===== src/rtl/alu_pkg.sv =====
package alu_pkg;

  typedef enum logic [3:0] {
    OP_MOV = 4'd0,  OP_MVN = 4'd1,  OP_ADD = 4'd2,  OP_ADC = 4'd3,
    OP_SUB = 4'd4,  OP_SBC = 4'd5,  OP_RSB = 4'd6,  OP_RSC = 4'd7,
    OP_AND = 4'd8,  OP_BIC = 4'd9,  OP_ORR = 4'd10, OP_EOR = 4'd11,
    OP_CMP = 4'd12, OP_CMN = 4'd13, OP_RS14 = 4'd14, OP_RS15 = 4'd15
  } opcode_e;

  typedef enum logic [1:0] {
    CIN_ZERO = 2'd0,
    CIN_ONE  = 2'd1,
    CIN_FLAG = 2'd2
  } cin_e;

  typedef enum logic [2:0] {
    LG_PASS = 3'd0,
    LG_NOT  = 3'd1,
    LG_AND  = 3'd2,
    LG_BIC  = 3'd3,
    LG_ORR  = 3'd4,
    LG_EOR  = 3'd5,
    LG_ZERO = 3'd6
  } logic_e;

  typedef struct packed {
    logic   arith;
    logic   swapAB;
    logic   invB;
    cin_e   cinSel;
    logic_e logicSel;
    logic   wrEn;
    logic   updNZ;
    logic   updCV;
  } ctrl_t;

endpackage


===== src/rtl/alu_ctrl.sv =====
module alu_ctrl
  import alu_pkg::*;
(
  input  logic [3:0] opSel,
  input  logic       setFlags,
  output ctrl_t      ctrl
);

  opcode_e opCode;
  logic    isCompare;
  logic    isValid;

  assign opCode    = opcode_e'(opSel);
  assign isCompare = (opCode == OP_CMP) || (opCode == OP_CMN);
  assign isValid   = (opCode != OP_RS14) && (opCode != OP_RS15);

  always_comb begin
    ctrl          = '0;
    ctrl.cinSel   = CIN_ZERO;
    ctrl.logicSel = LG_ZERO;
    unique case (opCode)
      OP_MOV: ctrl.logicSel = LG_PASS;
      OP_MVN: ctrl.logicSel = LG_NOT;
      OP_AND: ctrl.logicSel = LG_AND;
      OP_BIC: ctrl.logicSel = LG_BIC;
      OP_ORR: ctrl.logicSel = LG_ORR;
      OP_EOR: ctrl.logicSel = LG_EOR;
      OP_ADD, OP_CMN: ctrl.arith = 1'b1;
      OP_ADC: begin
        ctrl.arith  = 1'b1;
        ctrl.cinSel = CIN_FLAG;
      end
      OP_SUB, OP_CMP: begin
        ctrl.arith  = 1'b1;
        ctrl.invB   = 1'b1;
        ctrl.cinSel = CIN_ONE;
      end
      OP_SBC: begin
        ctrl.arith  = 1'b1;
        ctrl.invB   = 1'b1;
        ctrl.cinSel = CIN_FLAG;
      end
      OP_RSB: begin
        ctrl.arith  = 1'b1;
        ctrl.swapAB = 1'b1;
        ctrl.invB   = 1'b1;
        ctrl.cinSel = CIN_ONE;
      end
      OP_RSC: begin
        ctrl.arith  = 1'b1;
        ctrl.swapAB = 1'b1;
        ctrl.invB   = 1'b1;
        ctrl.cinSel = CIN_FLAG;
      end
      default: ctrl.logicSel = LG_ZERO;
    endcase
    ctrl.wrEn  = isValid && !isCompare;
    ctrl.updNZ = isValid && (setFlags || isCompare);
    ctrl.updCV = isValid && (setFlags || isCompare) && ctrl.arith;
  end

endmodule


===== src/rtl/alu_datapath.sv =====
module alu_datapath
  import alu_pkg::*;
#(
  parameter int DataW = 32,
  parameter int ImmW  = 8
) (
  input  logic             clk,
  input  logic             rst,
  input  ctrl_t            ctrl,
  input  logic [DataW-1:0] rnVal,
  input  logic [DataW-1:0] op2Reg,
  input  logic [ImmW-1:0]  immVal,
  input  logic             useImm,
  output logic [DataW-1:0] result,
  output logic [3:0]       flagsQ
);

  localparam int Msb = DataW - 1;

  logic [DataW-1:0] op2Val;
  logic [DataW-1:0] opA;
  logic [DataW-1:0] opB;
  logic [DataW-1:0] opBx;
  logic [DataW-1:0] logicRes;
  logic [DataW:0]   sumW;
  logic             carryIn;
  logic             nextN;
  logic             nextZ;
  logic             nextC;
  logic             nextV;

  assign op2Val = useImm ? {{(DataW-ImmW){1'b0}}, immVal} : op2Reg;

  always_comb begin
    opA  = ctrl.swapAB ? op2Val : rnVal;
    opB  = ctrl.swapAB ? rnVal  : op2Val;
    opBx = ctrl.invB ? ~opB : opB;
    unique case (ctrl.cinSel)
      CIN_ONE:  carryIn = 1'b1;
      CIN_FLAG: carryIn = flagsQ[1];
      default:  carryIn = 1'b0;
    endcase
    sumW = {1'b0, opA} + {1'b0, opBx} + {{DataW{1'b0}}, carryIn};
  end

  always_comb begin
    unique case (ctrl.logicSel)
      LG_PASS: logicRes = op2Val;
      LG_NOT:  logicRes = ~op2Val;
      LG_AND:  logicRes = rnVal & op2Val;
      LG_BIC:  logicRes = rnVal & ~op2Val;
      LG_ORR:  logicRes = rnVal | op2Val;
      LG_EOR:  logicRes = rnVal ^ op2Val;
      default: logicRes = '0;
    endcase
  end

  assign result = ctrl.arith ? sumW[Msb:0] : logicRes;
  assign nextN  = result[Msb];
  assign nextZ  = (result == '0);
  assign nextC  = sumW[DataW];
  assign nextV  = (opA[Msb] == opBx[Msb]) && (sumW[Msb] != opA[Msb]);

  always_ff @(posedge clk) begin
    if (rst) begin
      flagsQ <= '0;
    end else begin
      if (ctrl.updNZ) flagsQ[3:2] <= {nextN, nextZ};
      if (ctrl.updCV) flagsQ[1:0] <= {nextC, nextV};
    end
  end

endmodule


===== src/rtl/alu_core.sv =====
module alu_core
  import alu_pkg::*;
#(
  parameter int DataW = 32,
  parameter int ImmW  = 8
) (
  input  logic             clk,
  input  logic             rst,
  input  logic [3:0]       opSel,
  input  logic [DataW-1:0] rnVal,
  input  logic [DataW-1:0] op2Reg,
  input  logic [ImmW-1:0]  immVal,
  input  logic             useImm,
  input  logic             setFlags,
  output logic [DataW-1:0] result,
  output logic             writeEn,
  output logic [3:0]       flagsQ
);

  ctrl_t ctrl;

  alu_ctrl u_ctrl (
    .opSel    (opSel),
    .setFlags (setFlags),
    .ctrl     (ctrl)
  );

  alu_datapath #(.DataW(DataW), .ImmW(ImmW)) u_dp (
    .clk    (clk),
    .rst    (rst),
    .ctrl   (ctrl),
    .rnVal  (rnVal),
    .op2Reg (op2Reg),
    .immVal (immVal),
    .useImm (useImm),
    .result (result),
    .flagsQ (flagsQ)
  );

  assign writeEn = ctrl.wrEn;

endmodule


===== config.mk =====
export PLATFORM = sky130hd
export DESIGN_NAME = alu_core
export DESIGN_NICKNAME = d
export VERILOG_FILES = /design/src/rtl/alu_pkg.sv /design/src/rtl/alu_ctrl.sv /design/src/rtl/alu_datapath.sv /design/src/rtl/alu_core.sv
export SDC_FILE = /design/constraint.sdc
export NUM_CORES = 1
export LEC_CHECK = 0
export BUFFER_PORTS_ARGS = -buffer_cell sky130_fd_sc_hd__buf_2
export CAP_MARGIN = 20
export CORE_MARGIN = 4
export CORE_UTILIZATION = 63
export CTS_BUF_LIST = sky130_fd_sc_hd__clkbuf_8
export DETAILED_ROUTE_END_ITERATION = 8
export GPL_ROUTABILITY_DRIVEN = 0
export PLACE_DENSITY_LB_ADDON = 0.15
export SLEW_MARGIN = 25
export SYNTH_ARGS = -nofsm -noshare
export SYNTH_HDL_FRONTEND = slang
export SYNTH_SLANG_ARGS = --single-unit
export TNS_END_PERCENT = 1

===== constraint.sdc =====
create_clock -name clk -period 11.9 [get_ports clk]
set_input_delay 1.785 -clock clk [delete_from_list [all_inputs] [get_ports clk]]
set_output_delay 1.785 -clock clk [all_outputs]
set_load 0.03 [all_outputs]

## Yosys cells after proc, flatten, opt, wreduce, memory -nomap -nowiden

Cells that the tools add are included.

| word-level totals | value |
|---|---|
| logic and storage cells | 62 |
| input bits | 80 |
| register bits after elaboration | 4 |

| cells by class | value |
|---|---|
| equality and inequality tests | 24 |
| muxes and demuxes | 12 |
| $add $sub $neg | 2 |
| reductions and logical operators | 16 |
| bitwise logic cells | 6 |

Operator list:

| kind | number |
|---|---|
| $pmux 32 s6 | 1 |
| $mux 32 | 5 |
| $and 32x32->32 | 2 |
| $not 32->32 | 2 |
| $add 32x32->33 | 1 |
| $add 33x1->33 | 1 |
| $logic_not 32->1 | 1 |
| $or 32x32->32 | 1 |
| $xor 32x32->32 | 1 |
| $eq 4x4->1 const B | 6 |
| $pmux 3 s6 | 1 |
| $eq 4x3->1 const B | 4 |
| $eq 4x2->1 const B | 2 |
| $ne 4x4->1 const B | 2 |
| $reduce_or 8->1 | 1 |
| $eq 3x2->1 const B | 2 |
| $eq 3x3->1 const B | 2 |
| $reduce_or 3->1 | 2 |
| $logic_and 1x1->1 | 5 |
| $reduce_or 5->1 | 1 |
| $eq 4x1->1 const B | 1 |
| $logic_not 4->1 | 1 |
| $pmux 2 s2 | 1 |
| $eq 3x1->1 const B | 1 |
| 10 further kinds | 13 |

## Depth between registers and ports, before layout

Gate-level depths: netlist of run 1.

| logic depth | value |
|---|---|
| depth after elaboration | 10 |
| depth in mapped cells | 23 |

## Modules after synthesis

From an unflattened synthesis of run 1, not the netlist that was laid out.

| second synthesis, totals | value |
|---|---|
| cell total of the unflattened synthesis | 789 |
| area, all modules | 5345.1 um2 |

Modules (own cells, without submodules):

| module | instances | seq. area each (um2) | cells an instance | area each (um2) |
|---|---|---|---|---|
| alu_datapath | 1 | 80.1 | 771 | 5226.3 |
| alu_ctrl | 1 | 0.0 | 18 | 118.9 |

## Worst setup path before layout of run 1

OpenSTA, ideal clock, no wires.

| path | value |
|---|---|
| path kind | input to output |
| start | in opSel[0] |
| end | out result[20] |
| buffers on the path | 6 |
| required time | 10115 ps |
| stages on the path | 18 |
| path slack | 3135 ps |
| data arrival time | 6980 ps |
| cells stage by stage | buf_2 > buf_2 > buf_2 > clkbuf_1 > clkbuf_1 > o21ai_0 > nand2_1 > buf_1 > xnor2_1 > fa_1 > inv_1 > fa_1 > a21o_1 > a221oi_1 > o211a_1 > o31a_1 > o31ai_1 > o311ai_0 |

| on the way | value |
|---|---|
| cells in the longest elaborated chain, start to end | 9 |

RTL lines:

| element | line | text |
|---|---|---|
| start: declaration | alu_core.sv:9 | `input logic [3:0] opSel,` |
| $eq 4x3->1 | alu_ctrl.sv:21 | `unique case (opCode)` |
| $reduce_or 2->1 (no line) | n/a |  |
| $mux 1 | alu_ctrl.sv:21 |  |
| $mux 32 | alu_datapath.sv:36 | `opB = ctrl.swapAB ? rnVal : op2Val;` |
| $not 32->32 | alu_datapath.sv:37 | `opBx = ctrl.invB ? ~opB : opB;` |
| $mux 32 | alu_datapath.sv:37 |  |
| $add 32x32->33 | alu_datapath.sv:43 | `sumW = {1'b0, opA} + {1'b0, opBx} + {{DataW{1'b0}}, carryIn};` |
| $add 33x1->33 | alu_datapath.sv:43 |  |
| $mux 32 (*) | alu_datapath.sv:58 | `assign result = ctrl.arith ? sumW[Msb:0] : logicRes;` |
| end: declaration | alu_core.sv:15 | `output logic [DataW-1:0] result,` |

Mark *: on every way between the ends. The rest lies on a longest branch, timed or not.

## Worst setup path in the final report of run 1

| path | value |
|---|---|
| start | in opSel[3] |
| end | out result[28] |

The elaborated chain is that of the path after synthesis.

==> results of run 1 <==
-- report_power, final --
| part | total [mW] | internal [mW] | switching [mW] |
|---|---|---|---|
| Combinational | 0.487 | 0.172 | 0.316 |
| Sequential | 0.0154 | 0.0147 | 0.000724 |
| Clock | 0.0278 | 0.0215 | 0.00627 |
| Total | 0.530 | 0.208 | 0.323 |
-- layout make-up --
cell class / instances / share of cell area [%]
Tap cell: 105 / 2.182
Sequential cell: 4 / 1.330
Multi-Input combinational cell: 744 / 82.05
Inverter: 48 / 2.992
Clock buffer: 3 / 0.6856
Timing Repair Buffer: 125 / 10.76
-- synthesized netlist by cell type (all sizes together) (5+ instances only) --
library cell    n
o311ai          5
nor3           16
clkbuf         38
nand2         134
nand4          12
a21oi          67
xor2           11
nor4            5
mux2i          15
o21ai         105
o22ai          20
nand3           9
a211oi          7
nor2           39
nor2b          11
or3             6
a31oi           5
buf            23
o221ai          6
inv            47
o31ai           6
xnor2          44
o211ai          7
a32oi          19
ha             65
and3            9
nand2b         38
a21o           16
-- cell families after synthesis --
kind of cell    count (synthesis)  synth area share, %
simple gates                  301                26.88
flops                           4                1.472
fa+ha+maj                      67                15.68
mux                            17                3.702
xor+xnor                       55                8.853
compound gates                304                35.43
buf+inv                       109                7.979
-- layer usage --
| metal | up-vias | share of wire (%) | track usage [%] |
|---|---|---|---|
| met4 | 0 | 3.2 | 11.86 |
| met3 | 72 | 12 | 4.706 |
| met1 | 3109 | 41 | 46.45 |
| li1 | 3273 | - | - |
| met5 | - | 0 | 0 |
| met2 | 496 | 44 | 55.19 |
-- worst register-to-register path, delay by kind of cell, from the launching register on --
family / cells / cell delay, ns
AO/OA/AOI/OAI: 6 / 1.84
adder cells (fa/ha/maj): 2 / 0.63
buffers and inverters: 1 / 0.06
flip-flops: 1 / 0.32
AND/OR/NAND/NOR: 5 / 1.45
XOR/XNOR: 1 / 0.24
-- stage by stage --
stage / area, µm² / std cells
2_1_floorplan: 5441 / 857
3_3_place_gp: 5981 / 1026
3_5_place_dp: 5981 / 1026
4_1_cts: 6022 / 1029
5_1_grt: 6022 / 1029
6_report: 6022 / 1029
-- path summary, 6_finish.rpt --
kind / from / endpoint / slack, ns
setup / recovery: opSel[3] / result[28] / 2.72
hold / removal: u_dp.flagsQ[2] / u_dp.flagsQ[2] / 0.51
setup reg to reg: u_dp.flagsQ[1] / u_dp.flagsQ[2] / 7.25
hold reg to reg: u_dp.flagsQ[2] / u_dp.flagsQ[2] / 0.51
-- layout by cell type, fill, tap and decap left out, types with 19 or more instances in the layout --
master / netlist / final
nand2b_1: 38 / 38
buf_2: 8 / 116
ha_1: 65 / 65
nand2_1: 134 / 133
inv_1: 46 / 46
xnor2_1: 44 / 44
o22ai_1: 20 / 20
o21ai_0: 105 / 105
a32oi_1: 19 / 19
a21oi_1: 67 / 66
nor2_1: 39 / 38
==> flow_summary.json, run 1 <==
{
  "drt_pass1_iterations": 6,
  "relSlewSlack_pct": 39.95,
  "synth.area.top_cells": "ha_1, o21ai_0, nand2_1",
  "largest-register": "u_dp.flagsQ",
  "routed_wirelength_um": 18140,
  "critPathBufInv": 4,
  "tns_ns": 0,
  "die_h_um": 100.9,
  "cts_setup_buffers": 0,
  "ys_ff_latch": 4,
  "maxCapViolations": 0,
  "utilization_pct": 72.56,
  "reg_top3": "u_dp.flagsQ: 4 flops",
  "whs_ns": 0.5059,
  "nFillCells": 748,
  "track_usage_pct": 34.20,
  "drc": 0,
  "multiInputGateArea_mm2": 0.004941,
  "crit_path_start_kind": "input port",
  "min_period_ns": 9.179,
  "num_rows": 33,
  "rsz0062_at_grt": "no",
  "core_area_mm2": 0.008299,
  "fmax_ghz": 0.1089,
  "num_io_pins": 117,
  "cts_root_buffer": "clkbuf_8",
  "layout_setup_ws_ns": 2.721,
  "drt_iter0_drc": 724,
  "synth_cells": 857,
  "cp_num_cells": 17,
  "vias": 6950,
  "dp_slack_ns": 2.940,
  "grt_overflow": 0,
  "ir_drop_mv": 0.08753,
  "worstPathRequired_ns": 10.12,
  "syn-num-nets": 1004,
  "synthArstFlopShare_pct": 0,
  "fp.dieW_um": 100.9,
  "min_period_over_period_pct": 77.13,
  "grt_pass1_vias": 6460,
  "worst_pin_slew_ns": 0.9008,
  "post_drt_via_cell_ratio": 6.754,
  "netlist_area_mm2": 0.005441,
  "grt_max_degree": 59,
  "cts_tree": "yes",
  "syn_area_per_cell_um2": 6.349,
  "crit_chain": "buf_2, clkinv_1, nand3_2, buf_4, nor2_1, a21oi_1, xnor2_1, ha_1, a21o_1, a221oi_1, o211a_1, o31a_1, o31ai_1, a21oi_1, xor2_1, o21ai_0, buf_2",
  "clock_skew_ns": 0.0005959,
  "numPortBuffers": 116,
  "powerDensity_mw_per_mm2": 88.09,
  "htreeDepth": 1,
  "worstPathArrival_ns": 7.39,
  "slowest_stage": "buf_2",
  "hold_depth": 2,
  "hold_viol": 0,
  "yosysSeqAreaShare_pct": 1.472,
  "largest_reg_flops": 4,
  "power_leakage_nw": 2.744,
  "ant_nets": 0,
  "cts.clk_slew.worst_paths_ns": 0.03,
  "synth_top_area_share_pct": 14.95,
  "cts_hold_buf": 0,
  "die-area_mm2": 0.01019,
  "worstSetupPathType": "in -> out",
  "final_layout_size_suffix_gt1_share_pct": 15.69,
  "clock_tree.buffer_depth": 2,
  "synth_ff_type": "dfxtp_1",
  "end_kind": "output pin",
  "wl_per_cell_um": 17.63,
  "ys_warn_count": 0,
  "numClockSinks": 4,
  "regArea_um2": 80.08,
  "dp_hpwl_um": 13640,
  "numCtsBuffers": 3,
  "outcome": "finished, final reports clean",
  "clk_latency_ns": 0.21,
  "rr_worst_depth": 15,
  "hp-class": "reg -> reg",
  "finalSetupViolCount": 0,
  "slew_violations": 0,
  "layout.nets": 1073,
  "synth_edf_count": 0,
  "slowest_delay_ns": 0.64,
  "ys_types": 72,
  "critPathTopFamily": "compound AO/OA/AOI/OAI gates",
  "grt_antenna_before_repair": 0,
  "path_max_fanout": 44,
  "diodes": 0,
  "areaGrowthSynthToFinish_pct": 10.67,
  "grt_pass1_wl_um": 29530,
  "start_util_pct": 65.57,
  "cts_resized": 0,
  "finalPower_uw": 530.5,
  "yosysTopAreaCell": "ha_1"
}
(Power assumes the default switching activity.)
==> run 2: changes to the inputs <==
CORE_UTILIZATION = 58   (was 63)
clock period = 8.8 ns   (was 11.9 ns; I/O delays follow)
==> run 2 against run 1 <==
Global-route usage down 2.9 points. Largest power group unchanged. Power increased by 35%. Flip-flop and latch count unchanged. Combinational power is 35% higher. Sequential power is 36% higher.
==> flow_summary.json, run 2 (same netlist as run 1, synthesis figures left out) <==
{
  "finalSetupViolCount": 0,
  "grt_overflow": 0,
  "cts.clk_slew.worst_paths_ns": 0.03,
  "worstPathRequired_ns": 7.48,
  "fin_cells": 1036,
  "routed_wirelength_um": 18070,
  "die_h_um": 104.9,
  "numClockSinks": 4,
  "grt_pass1_wl_um": 29630,
  "layout.nets": 1074,
  "grt_max_degree": 58,
  "largest-register": "u_dp.flagsQ",
  "pwr-share-comb_pct": 91.8,
  "hold_viol": 0,
  "end_kind": "output pin",
  "met3_length_um": 1675,
  "clock_skew_ns": 0.002550,
  "maxCapViolations": 0,
  "mostFrequentLayoutCells": "nand2_1, buf_2, o21ai_0, a21oi_1, ha_1",
  "drt_pass1_iterations": 5,
  "cts_resized": 0,
  "worstSetupPathType": "in -> out",
  "vias": 6880,
  "crit_path_start_kind": "input port",
  "cts_hold_buf": 0,
  "p_switching_uw": 435.0,
  "cts_root_buffer": "clkbuf_8",
  "min_period_ns": 7.303,
  "met2_length_um": 8359,
  "start_util_pct": 59.17,
  "slowest_stage": "o31ai_1",
  "power_leakage_nw": 2.747,
  "grt_antenna_before_repair": 0,
  "reg_top3": "u_dp.flagsQ: 4 flops",
  "htreeDepth": 1,
  "core_area_mm2": 0.009196,
  "ant_nets": 0,
  "dp_hpwl_um": 13590,
  "post_drt_via_cell_ratio": 6.641,
  "outcome": "finished, final reports clean",
  "tns_ns": 0,
  "cts_setup_buffers": 0,
  "fp.dieW_um": 104.9,
  "path_max_fanout": 40,
  "clk_latency_ns": 0.21,
  "numCtsBuffers": 3,
  "min_period_over_period_pct": 82.99,
  "clock_tree.buffer_depth": 2,
  "wl_met1_um": 7622,
  "largest_reg_flops": 4,
  "num_io_pins": 117,
  "drt_iter0_drc": 515,
  "worst_pin_slew_ns": 0.8063,
  "slowest_delay_ns": 0.70,
  "clkPwrFrac_pct": 5.3,
  "rsz0062_at_grt": "no",
  "critPathTopFamily": "compound AO/OA/AOI/OAI gates",
  "wl_per_cell_um": 17.44,
  "relSlewSlack_pct": 45.78,
  "grt_pass1_vias": 6316,
  "drc": 0,
  "critPathBufInv": 4,
  "final_layout_size_suffix_gt1_share_pct": 15.89,
  "cts_tree": "yes",
  "powerDensity_mw_per_mm2": 118.7,
  "top_layer_used": "met4",
  "slew_violations": 0,
  "diodes": 0,
  "final_common_cell": "nand2_1",
  "seq_power_share_pct": 2.9,
  "worstPathArrival_ns": 5.98,
  "ir_drop_mv": 0.07477,
  "track_usage_pct": 31.30,
  "placed_cells": 1033,
  "crit_chain": "buf_2, buf_4, nand2_1, nand3_1, ha_1, or2_2, fa_1, inv_1, fa_1, a21o_1, a221oi_1, o211a_1, o31a_1, o31ai_1, a21oi_1, xor2_1, o21ai_0, buf_2",
  "numPortBuffers": 116,
  "die-area_mm2": 0.01100,
  "num_rows": 35,
  "hp-class": "reg -> reg",
  "switching_share_pct": 60.71,
  "fmax_ghz": 0.1369,
  "areaGrowthSynthToFinish_pct": 10.97,
  "p_int_uw": 281.5
}
run 2: cell count changes in the layout (fill, tap and decap cells not counted), sizes merged:
cell | previous run | this run
buf | 125 | 126
run 2: per-stage QoR:
step	worst slack, ns	instance area [µm²]	utilization, %	power, mW	hold slack, ns
after floorplan	0.9655	5441	-	0.4975	0.6271
after global placement	1.776	5996	65.20	0.6463	0.5019
after detailed placement	1.678	5997	65.21	0.6630	0.5079
after CTS	1.672	6038	65.66	0.7039	0.5147
after global routing	1.225	6038	65.66	0.7773	0.5439
final	1.497	6038	65.66	0.7165	0.5149
run 2: area by class of cell:
cell class | instances | area (µm²)
tap | 111 | 138.9
multi-input combinational | 744 | 4942
timing repair buffer | 126 | 655.6
fill | 857 | 3158
clock buffer | 3 | 41.29
inverter | 48 | 180.2
sequential | 4 | 80.08
run 2: path summary, 6_finish.rpt:
check / startpoint / endpoint / slack [ns] / cells after the start
worst max-delay path: opSel[3] / result[28] / 1.50 / 18
worst min register to register: u_dp.flagsQ[2] / u_dp.flagsQ[2] / 0.51 / 2
worst min-delay path: u_dp.flagsQ[2] / u_dp.flagsQ[2] / 0.51 / 2
worst max register to register: u_dp.flagsQ[1] / u_dp.flagsQ[2] / 4.40 / 15
run 2: worst min-delay path, cell delays in order, from the launching register on:
cell,delay [ns]
dfxtp_1,0.32
nand3b_1,0.09
o41ai_2,0.06
run 2: power groups by stage:
stage,logic (mW),clock network [mW],registers [mW]
floorplan,0.474,0,0.0239
detailed placement,0.642,0,0.0211
CTS,0.645,0.0380,0.0209
global route,0.716,0.0400,0.0212
finish,0.658,0.0376,0.0210
global placement,0.625,0,0.0210
run 2: layer usage:
layer	vias to the layer above	GRT usage [%]
met1	3190	43.31
met4	0	7.216
met3	53	3.335
met2	361	52.11
li1	3276	-
met5	-	0
==> run 3: changes to the inputs <==
clock period = 6.75 ns   (was 8.8 ns; I/O delays follow)
==> run 3 against run 2 <==
Clock power up 29%. Largest power group unchanged. Flip-flop and latch count unchanged. Count of clock-buffer cells in the layout unchanged. Die area did not move. Sequential power is 29% higher. Cell area increased by 1.5%. Critical path type unchanged. Routed wire length shrank 0.97%. Sequential share of layout area hardly changed. Largest cell class unchanged.
==> flow_summary.json, run 3 (same netlist as run 1, synthesis figures left out) <==
{
  "outcome": "finished, final reports clean",
  "switching_share_pct": 60.12,
  "seq_power_share_pct": 2.9,
  "clkPwrFrac_pct": 5.1,
  "hold_viol": 0,
  "relSlewSlack_pct": 34.09,
  "core_area_mm2": 0.009196,
  "diodes": 0,
  "fp.dieW_um": 104.9,
  "crit_path_start_kind": "input port",
  "finalSetupViolCount": 0,
  "slowest_stage": "or4_1",
  "crit_chain": "buf_2, inv_2, nor3_1, ha_1, or2_2, fa_1, inv_1, fa_1, a21o_1, a221oi_1, or4_1, a21oi_1, o21ai_0, a21oi_1, nor2b_1, xnor2_1, a21o_1, buf_2",
  "numClockSinks": 4,
  "htreeDepth": 1,
  "path_max_fanout": 10,
  "largest-register": "u_dp.flagsQ",
  "post_drt_via_cell_ratio": 6.481,
  "drt_pass1_iterations": 5,
  "critPathBufInv": 4,
  "die_h_um": 104.9,
  "cts_resized": 0,
  "grt_pass1_vias": 6248,
  "final_cell_area_mm2": 0.006130,
  "vias": 6766,
  "utilization_pct": 66.65,
  "clk_latency_ns": 0.21,
  "final_common_cell": "nand2_1",
  "cts_root_buffer": "clkbuf_8",
  "tns_ns": 0,
  "drc": 0,
  "cp-startpoint": "opSel[0]",
  "grt_antenna_before_repair": 0,
  "p_int_uw": 374.6,
  "slowest_delay_ns": 0.61,
  "worstSetupPathType": "in -> out",
  "reg_top3": "u_dp.flagsQ: 4 flops",
  "layout_setup_ws_ns": 0.5485,
  "dp_hpwl_um": 13790,
  "postPlaceCellArea_mm2": 0.006088,
  "end_kind": "output pin",
  "hp-class": "reg -> reg",
  "num_rows": 35,
  "largest_reg_flops": 4,
  "die-area_mm2": 0.01100,
  "worst_pin_slew_ns": 0.9886,
  "numPortBuffers": 116,
  "placed_cells": 1041,
  "grt_pass1_wl_um": 29000,
  "cts.clk_slew.worst_paths_ns": 0.03,
  "powerDensity_mw_per_mm2": 153.2,
  "fmax_ghz": 0.1613,
  "grt_max_degree": 57,
  "critPathTopFamily": "simple AND/OR/NAND/NOR gates",
  "pwr-share-comb_pct": 92.0,
  "areaGrowthSynthToFinish_pct": 12.65,
  "p_switching_uw": 564.7,
  "slew_violations": 0,
  "min_period_over_period_pct": 91.87,
  "whs_ns": 0.4968,
  "maxCapViolations": 0,
  "start_util_pct": 59.17,
  "min_period_ns": 6.201,
  "layout.nets": 1082,
  "dp_slack_ns": 0.6498,
  "grt_overflow": 0,
  "wl_per_cell_um": 17.14,
  "ant_nets": 0,
  "worstHoldStart": "u_dp.flagsQ[2]",
  "fin_cells": 1044,
  "drt_iter0_drc": 567,
  "r2r-start": "u_dp.flagsQ[1]",
  "numCtsBuffers": 3,
  "rsz0062_at_grt": "no",
  "nFillCells": 899,
  "routed_wirelength_um": 17900,
  "cts_hold_buf": 0,
  "mostFrequentLayoutCells": "nand2_1, buf_2, o21ai_0, a21oi_1, ha_1",
  "finalPower_uw": 939.3,
  "clock_tree.buffer_depth": 2,
  "clock_skew_ns": 0.003380,
  "ir_drop_mv": 0.1208,
  "num_io_pins": 117,
  "cts_tree": "yes",
  "power_leakage_nw": 2.800,
  "worstPathArrival_ns": 5.19,
  "worstPathRequired_ns": 5.74,
  "cts_setup_buffers": 0,
  "final_layout_size_suffix_gt1_share_pct": 16.61,
  "track_usage_pct": 30.72
}
## run 3: worst register-to-register path, cell delays in order, from the launching register on
cell and delay [ns]:
dfxtp_1 0.32, a21oi_1 0.11, or2_2 0.13, fa_1 0.19
inv_1 0.07, fa_1 0.46, a21o_1 0.21, a221oi_1 0.46
buf_4 0.21, xor2_1 0.17, o221ai_1 0.16, a2111oi_0 0.43
or4b_1 0.56, nor4_2 0.18, and4bb_1 0.32, nand4_1 0.17
o41ai_2 0.24
## run 3: metal layers
metal	routed length, µm	vias up	global-route usage (%)	part of all wire [%]
met5	0	-	0	0
li1	-	3295	-	-
met4	186	0	6.186	1.0
met1	7564	3118	41.01	42
met2	8460	332	53.67	47
met3	1684	21	2.903	9.4
## run 3: power groups by stage
stage          registers [mW]  logic, mW  clock network, mW
2_1_floorplan          0.0311      0.620                  0
3_3_place_gp           0.0272      0.825                  0
3_5_place_dp           0.0273      0.845                  0
4_1_cts                0.0270      0.849             0.0492
5_1_grt                0.0275      0.937             0.0511
6_report               0.0270      0.864             0.0484
## run 3: final cells by class
class / count / area, µm² / share of cell area [%]
Multi-Input combinational cell: 744 / 4949 / 80.73
Timing Repair Buffer: 134 / 740.7 / 12.08
Inverter: 48 / 180.2 / 2.939
Tap cell: 111 / 138.9 / 2.266
Sequential cell: 4 / 80.08 / 1.306
Clock buffer: 3 / 41.29 / 0.6736
## run 3: final timing paths
kind                    end  slack (ns)  depth (start not counted)
max              result[26]        0.55                         18
min          u_dp.flagsQ[2]        0.50                          2
min reg2reg  u_dp.flagsQ[2]        0.50                          2
max reg2reg  u_dp.flagsQ[2]        2.26                         16
